$ cat src/rtl/pcm_tdm_port.sv
`timescale 1ns/1ps
module pcm_tdm_port #(
  parameter int DIV = 48,
  parameter int NCH = 2,
  parameter int SW  = 5,
  parameter int W   = 8
)(
  input  logic           clk,
  input  logic           rst_n,
  input  logic           master,
  input  logic           law_sel,
  output logic           law_out,
  input  logic           ext_bclk,
  input  logic           ext_fsync,
  output logic           bclk_o,
  output logic           fsync_o,
  input  logic           sdi,
  output logic           sdo,
  output logic           sdo_oe,
  input  logic [NCH*SW-1:0] slot_sel,
  input  logic [NCH*W-1:0]  tx_data,
  input  logic [NCH-1:0]    tx_load,
  output logic [NCH*W-1:0]  rx_data,
  output logic [NCH-1:0]    rx_valid
);
  localparam int BPS = $clog2(W);
  localparam int CW  = SW + BPS;
  localparam int DW  = $clog2(DIV);

  logic [DW-1:0] divcnt;
  logic [2:0]    bs;
  logic [1:0]    fs;
  logic [CW-1:0] bitcnt;
  logic          bclk_q, fsync_q, sbit;
  logic [NCH-1:0] hit, nhit, tbit;

  wire rise = master ? (divcnt == '0) : (bs[1] & ~bs[2]);
  wire fall = master ? (divcnt == DW'(DIV/2)) : (~bs[1] & bs[2]);
  wire [CW-1:0] nxt = (!master && fs[1]) ? '0 : bitcnt + CW'(1);
  wire frame_start = rise && (nxt == '0);

  assign bclk_o  = bclk_q & master;
  assign fsync_o = fsync_q & master;

  for (genvar c = 0; c < NCH; c++) begin : g_ch
    wire [SW-1:0] sl = slot_sel[c*SW +: SW];
    logic [W-1:0] pend, shad, rsh, rxq;
    logic         vq;
    wire  [W-1:0] cur = (nxt == '0) ? pend : shad;

    assign hit[c]  = bitcnt[CW-1:BPS] == sl;
    assign nhit[c] = nxt[CW-1:BPS] == sl;
    assign tbit[c] = cur[BPS'(W-1) - nxt[BPS-1:0]];
    assign rx_data[c*W +: W] = rxq;
    assign rx_valid[c] = vq;

    always_ff @(posedge clk or negedge rst_n)
      if (!rst_n) begin
        pend <= '1; shad <= '1; rsh <= '0; rxq <= '0; vq <= 1'b0;
      end else begin
        vq <= 1'b0;
        if (tx_load[c]) pend <= tx_data[c*W +: W];
        if (frame_start) shad <= pend;
        if (fall && hit[c]) begin
          rsh <= {rsh[W-2:0], sdi};
          if (bitcnt[BPS-1:0] == BPS'(W-1)) begin
            rxq <= {rsh[W-2:0], sdi};
            vq  <= 1'b1;
          end
        end
      end
  end

  always_comb begin
    sbit = 1'b0;
    for (int c = NCH-1; c >= 0; c--)
      if (nhit[c]) sbit = tbit[c];
  end

  always_ff @(posedge clk or negedge rst_n)
    if (!rst_n) begin
      divcnt <= '0; bs <= '0; fs <= '0; bitcnt <= '1;
      bclk_q <= 1'b0; fsync_q <= 1'b0; sdo <= 1'b0; sdo_oe <= 1'b0; law_out <= 1'b0;
    end else begin
      law_out <= law_sel;
      bs <= {bs[1:0], ext_bclk};
      fs <= {fs[0], ext_fsync};
      divcnt <= (divcnt == DW'(DIV-1)) ? '0 : divcnt + DW'(1);
      if (rise) begin
        bitcnt  <= nxt;
        sdo     <= sbit;
        sdo_oe  <= |nhit;
        bclk_q  <= master;
        fsync_q <= master && (nxt == '0);
      end
      if (fall) bclk_q <= 1'b0;
    end
endmodule


$ cat config.mk
export PLATFORM = sky130hd
export DESIGN_NAME = pcm_tdm_port
export DESIGN_NICKNAME = d
export VERILOG_FILES = /design/src/rtl/pcm_tdm_port.sv
export SDC_FILE = /design/constraint.sdc
export NUM_CORES = 1
export LEC_CHECK = 0
export BUFFER_PORTS_ARGS = -buffer_cell sky130_fd_sc_hd__buf_2
export CAP_MARGIN = 10
export CORE_MARGIN = 5
export CORE_UTILIZATION = 40
export CTS_CLUSTER_DIAMETER = 200
export DETAILED_ROUTE_END_ITERATION = 6
export HOLD_SLACK_MARGIN = 0.15
export MAX_ROUTING_LAYER = met4
export PLACE_DENSITY_LB_ADDON = 0.2
export SYNTH_ARGS = -nofsm -noshare
export SYNTH_HDL_FRONTEND = slang
export SYNTH_SLANG_ARGS = --single-unit
$ cat constraint.sdc
create_clock -name clk -period 4.55 [get_ports clk]
set_input_delay 0.91 -clock clk [delete_from_list [all_inputs] [get_ports clk]]
set_output_delay 0.91 -clock clk [all_outputs]
set_load 0.05 [all_outputs]
Word-level counts from Yosys, hierarchy flattened
Cells that the tools add are included.
{"block": "word_totals", "regBits": 88, "in_bits": 35, "output_inout_bits": 23, "word_cells": 65}
{"block": "op_classes", "reduce_logical": 12, "n_addsub": 3, "eq_ne": 7, "n_lt_le_gt_ge": 1, "n_bitwise": 6, "n_mux": 17}
{"op": "2-to-1 mux 8 bit", "n": 3}
{"op": "== test 5 bit", "n": 4}
{"op": "2-to-1 mux 1 bit", "n": 11}
{"op": "adder 8 x 1 -> 8 bit, second input constant", "n": 1}
{"op": "zero test 8 bit", "n": 1}
{"op": "adder 6 x 1 -> 6 bit, second input constant", "n": 1}
{"op": "binary-select mux 1 bit (select 3 bit)", "n": 2}
{"op": "== test 6 x 5 -> 1 bit, second input constant", "n": 1}
{"op": "== test 6 bit, second input constant", "n": 1}
{"op": "zero test 6 bit", "n": 1}
{"op": "2-to-1 mux 6 bit", "n": 1}
{"op": "logical AND 1 bit", "n": 5}
{"op": "AND 1 bit", "n": 4}
{"op": "< comparator 3 x 4 -> 1 bit, second input constant", "n": 1}
{"op": "AND reduction 2 bit", "n": 2}
{"op": "== test 3 bit, second input constant", "n": 1}
{"op": "subtractor 3 bit, first input constant", "n": 1}
{"op": "NOT 1 bit", "n": 2}
{"op": "nonzero test 2 bit", "n": 1}
{"op": "OR reduction 2 bit", "n": 1}
{"op": "zero test 1 bit", "n": 1}

Depth between registers and ports, before layout
{"block": "depth", "depth_word": 9, "ltp_mapped": 9, "depth_no_buf": 9}

Least setup slack after synthesis
Ideal clock, no wire load.
{"block": "synth_path", "kind": "input to register", "start": "in master", "end": "reg sdo", "path_buffers": 1, "setup_slack_ns": 1.975, "cell_stages": 9, "setup_ns": 0.124, "required_ns": 4.426, "t_arrival_ns": 2.451, "path_cell_list": "nand2b_1 buf_6 o31ai_1 nand3b_2 nand3_4 mux2_4 a221oi_2 a2111oi_2 a211o_1"}
{"block": "synth_via", "elab_chain_len": 9, "word_cells_on_any_way": 16, "classes_between": "add/sub: 1; eq/ne: 2; mux: 10; reduce/logical: 3"}
{"item": "start: declaration", "line": "10", "source": "input logic master,"}
{"item": "parallel branches: the longest is 9 deep, another holds subtractor 3 bit"}
{"item": "end signal: assignment", "line": "91", "source": "sdo <= sbit;"}
{"item": "end: declaration", "line": "18", "source": "output logic sdo,"}
Parallel ways; which one is timed is not known. The select of a mux whose other input is x is not followed.
A chain may end at the register's enable or synchronous reset.

Worst setup path after layout
{"block": "layout_path", "start": "reg bitcnt[0]", "end": "reg sdo"}
{"block": "layout_via", "elab_chain_len": 8, "word_cells_on_any_way": 14, "classes_between": "add/sub: 2; eq/ne: 2; mux: 9; reduce/logical: 1"}
{"item": "start: declaration", "line": "33", "source": "logic [CW-1:0] bitcnt;"}
{"item": "start signal: assignment", "line": "90", "source": "bitcnt <= nxt;"}
{"item": "adder 8 x 1 -> 8 bit (*)", "line": "39", "source": "wire [CW-1:0] nxt = (!master && fs[1]) ? '0 : bitcnt + CW'(1);"}
{"item": "2-to-1 mux 8 bit (*)", "line": "39"}
{"item": "parallel branches: the longest is 5 deep, another holds subtractor 3 bit"}
{"item": "2-to-1 mux 1 bit (*)", "line": "77", "source": "if (nhit[c]) sbit = tbit[c];"}
Mark *: on every way between the ends. The select of a mux whose other input is x is not followed.

==> reports/metrics.yaml <==
clocking:
  ctsHoldBuffers: 0
  clockBufferDepth: 2
  cts.sinks: 88
  cts_setup_buffers: 0
  cts_tree: "done"
  htree_levels: 3
  cts_made_buffers: 9
  clk_pin_slew_worst_paths_ns: 0.10
  clock_latency_ns: 0.35
  cts_root_buf: "clkbuf_8"
  cts_resized: 0
power:
  p_clk_frac: 0.273
  share_comb_of_total_power: 0.179
  switchingPower_mw: 0.5594
  pwr-share-seq: 0.547
  p_leak_nw: 2.216
  ir_drop_mv: 0.1516
  switching_share: 0.2947
  internal_power_mw: 1.339
  powerDensity_nw_per_um2: 388.9
place:
  gp_congestion: 0.8213
  port-buffer-count: 57
  post-dp-hpwl_mm: 6.278
critical_path:
  r2r_slack_ns: 1.63
  crit_arrival_ns: 3.16
  cp.required_ns: 4.79
  critPathLaunchType: "flip-flop"
  crit_path_end_kind: "flip-flop"
  critPathMaxFanout: 17
  critPathKind: "reg -> reg"
detailed_routing:
  final_antenna_net_count: 0
  dr_total_vias: 2835
  drc: 0
  drt_iter0_drc: 105
  dr.pass1.iters: 4
  finalWirelength_mm: 8.548
  via_per_inst: 5.202
  wl_per_cell_um: 15.68
synth:
  ys.flop_type: "dfrtp_1"
  syn_area_um2: 4328
  synth_adder_area_share: 0.01156
  netlist_instances: 349
  synthXorXnorAreaFrac: 0.04221
  synth_mux_area_frac: 0.1876
  ys.warnings.count: 0
  yosysUniqueCellTypes: 63
  ys_seq_elements: 88
  seq_area_frac_synth: 0.5204
  postSynthAreaPerCell_um2: 12.40
  synth_top_family_by_area: "multiplexers"
  synth-simple-area-share: 0.1226
  async_flop_share: 1.000
  syn-num-nets: 388
  synth-compound-area-share: 0.08124
  synth_edf_count: 0
final_layout:
  final_layout_size_suffix_gt1_frac: 0.4395
  nFillCells: 1063
  fin_nets: 439
  diodes: 0
  area_delta_synth_final_pct: 12.78
hold_path:
  hp-class: "reg -> reg"
die:
  start_util: 0.4028
  rows: 38
  die_y_um: 114.0
  core-area_um2: 10750
  dieArea_um2: 13000
  die_width_um: 114.0
  ioPinCount: 58
sta:
  maxSlewViolCount: 0
  rsz0062_at_grt: "no"
  fin_crit_sh: 0.6423
  hold_viol_final: 0
  hold_slack_ns: 0.3636
  fin_skew_ns: 0.01530
  timing.fmax_mhz: 342.2
  fin_tns_setup_ns: 0
  tightest_slew_ns: 0.7780
  fin_crit_ns: 2.922
  setup_viol: 0
  slew_headroom: 0.4813
global_routing:
  grt-ovfl-total: 0
  antenna_found_initial: 0
  grt.total_usage: 0.1466
  grt_max_degree: 64
  grt_pass1_vias: 3008
  grt_pass1_wl_mm: 14.87
job:
  maxCapViolations: 0
status:
  status: "complete, no violations"
==> cell families (layout without fill, tap and decap cells) <==
logic type                 count (synthesis)  after routing
AOI/OAI and AO/OA                         49             49
xor gates and xnor gates                  20             20
adders and majority gates                  4              4
buffers and inverters                     26             82
DFF                                       88             88
muxes                                     71             71
and+or+nand+nor                           91             91
==> power by group through the flow <==
stage	clock, mW	sequential [mW]	combinational, mW
6_report	0.519	1.04	0.340
5_1_grt	0.581	1.05	0.385
4_1_cts	0.551	1.04	0.347
3_5_place_dp	0	1.05	0.346
3_3_place_gp	0	1.05	0.335
2_1_floorplan	0	1.01	0.284
==> worst paths after layout <==
check,depth (start not counted),start,to
max in group asynchronous,2,rst_n,g_ch[1].shad[7]
setup reg to reg,9,bitcnt[0],sdo
setup / recovery,9,bitcnt[0],sdo
hold reg to reg,0,bs[0],bs[1]
min in group asynchronous,1,rst_n,law_out
hold / removal,0,bs[0],bs[1]
==> per-layer routing <==
layer  GRT usage  routed length (um)  vias up
met5           -                   0        -
met3     0.02653                 226        8
met4     0.04117                 108        0
met1      0.1990                4124     1428
met2      0.2268                4088       44
li1            -                   -     1355
==> worst max-delay path, stage by stage (launching register included) <==
cell       delay (ns)
dfstp_2          0.76
ha_1             0.30
nand3_1          0.12
xnor2_1          0.18
nand2_2          0.16
xnor2_1          0.18
or4_4            0.56
nand4bb_1        0.19
nor4_1           0.08
a211o_1          0.27
==> area by class of cell <==
| cell class | count | area, um^2 | area share |
|---|---|---|---|
| Clock buffer | 9 | 123.9 | 0.02538 |
| Clock inverter | 7 | 73.82 | 0.01512 |
| Inverter | 7 | 26.28 | 0.005383 |
| Multi-Input combinational cell | 235 | 1927 | 0.3948 |
| Sequential cell | 88 | 2252 | 0.4614 |
| Tap cell | 140 | 175.2 | 0.03589 |
| Timing Repair Buffer | 59 | 302.8 | 0.06204 |
==> synth_stat cells (2+ instances only) <==
| master | n | area [um^2] |
|---|---|---|
| dfrtp_1 | 48 | 1201 |
| mux2_2 | 43 | 484.2 |
| dfstp_2 | 40 | 1051 |
| mux2_1 | 24 | 270.3 |
| nand2_1 | 20 | 75.07 |
| a21oi_1 | 14 | 70.07 |
| nor2_1 | 14 | 52.55 |
| xor2_1 | 12 | 105.1 |
| nor3_1 | 10 | 50.05 |
| nand3_1 | 8 | 40.04 |
| o21ai_0 | 8 | 40.04 |
| nand4_1 | 7 | 43.79 |
| xnor2_1 | 7 | 61.31 |
| clkbuf_1 | 6 | 22.52 |
| inv_1 | 6 | 22.52 |
| and2_1 | 5 | 31.28 |
| buf_2 | 5 | 25.02 |
| buf_4 | 4 | 30.03 |
| buf_6 | 4 | 45.04 |
| ha_1 | 4 | 50.05 |
| nand2b_1 | 4 | 25.02 |
| a2111oi_0 | 3 | 26.28 |
| a21o_1 | 3 | 22.52 |
| o21ai_1 | 3 | 15.01 |
| a2111oi_2 | 2 | 30.03 |
| a22oi_1 | 2 | 15.01 |
| and2_4 | 2 | 17.52 |
| and3_1 | 2 | 12.51 |
| mux2i_1 | 2 | 20.02 |
| nand4bb_1 | 2 | 22.52 |
| nor2b_1 | 2 | 12.51 |
| nor4_1 | 2 | 12.51 |
==> flip-flops by register name (all words and copies together), names as in the netlist, 3 cells and up <==
signal	count
g_ch.shad	16
divcnt	6
bitcnt	8
bs	3
g_ch.rxq	16
g_ch.pend	16
g_ch.rsh	14
==> layout by cell type, fill, tap and decap left out, drive strengths merged, types with 2 or more instances in the layout <==
cell	n
nand4	7
mux2i	2
nor4	2
xor2	12
nor3	10
clkbuf	9
inv	10
mux2	68
o21ai	12
xnor2	8
ha	4
buf	59
nand2	21
and2	7
a21oi	15
nor2b	3
nand2b	4
clkinv	4
nand3	10
a22oi	2
a2111oi	5
a21o	3
dfrtp	48
nor2	15
nand4bb	2
and3	3
dfstp	40
==> stage by stage <==
step	total power, mW	setup WS, ns	std cells	cell area (um^2)	utilization
2_1_floorplan	1.294	1.975	349	4328	-
3_3_place_gp	1.383	1.486	529	4683	0.4358
3_5_place_dp	1.400	1.433	529	4683	0.4358
4_1_cts	1.938	1.629	545	4881	0.4542
5_1_grt	2.020	1.438	545	4881	0.4542
6_report	1.898	1.628	545	4881	0.4542
No activity file was read; power rests on OpenSTA's default activity.
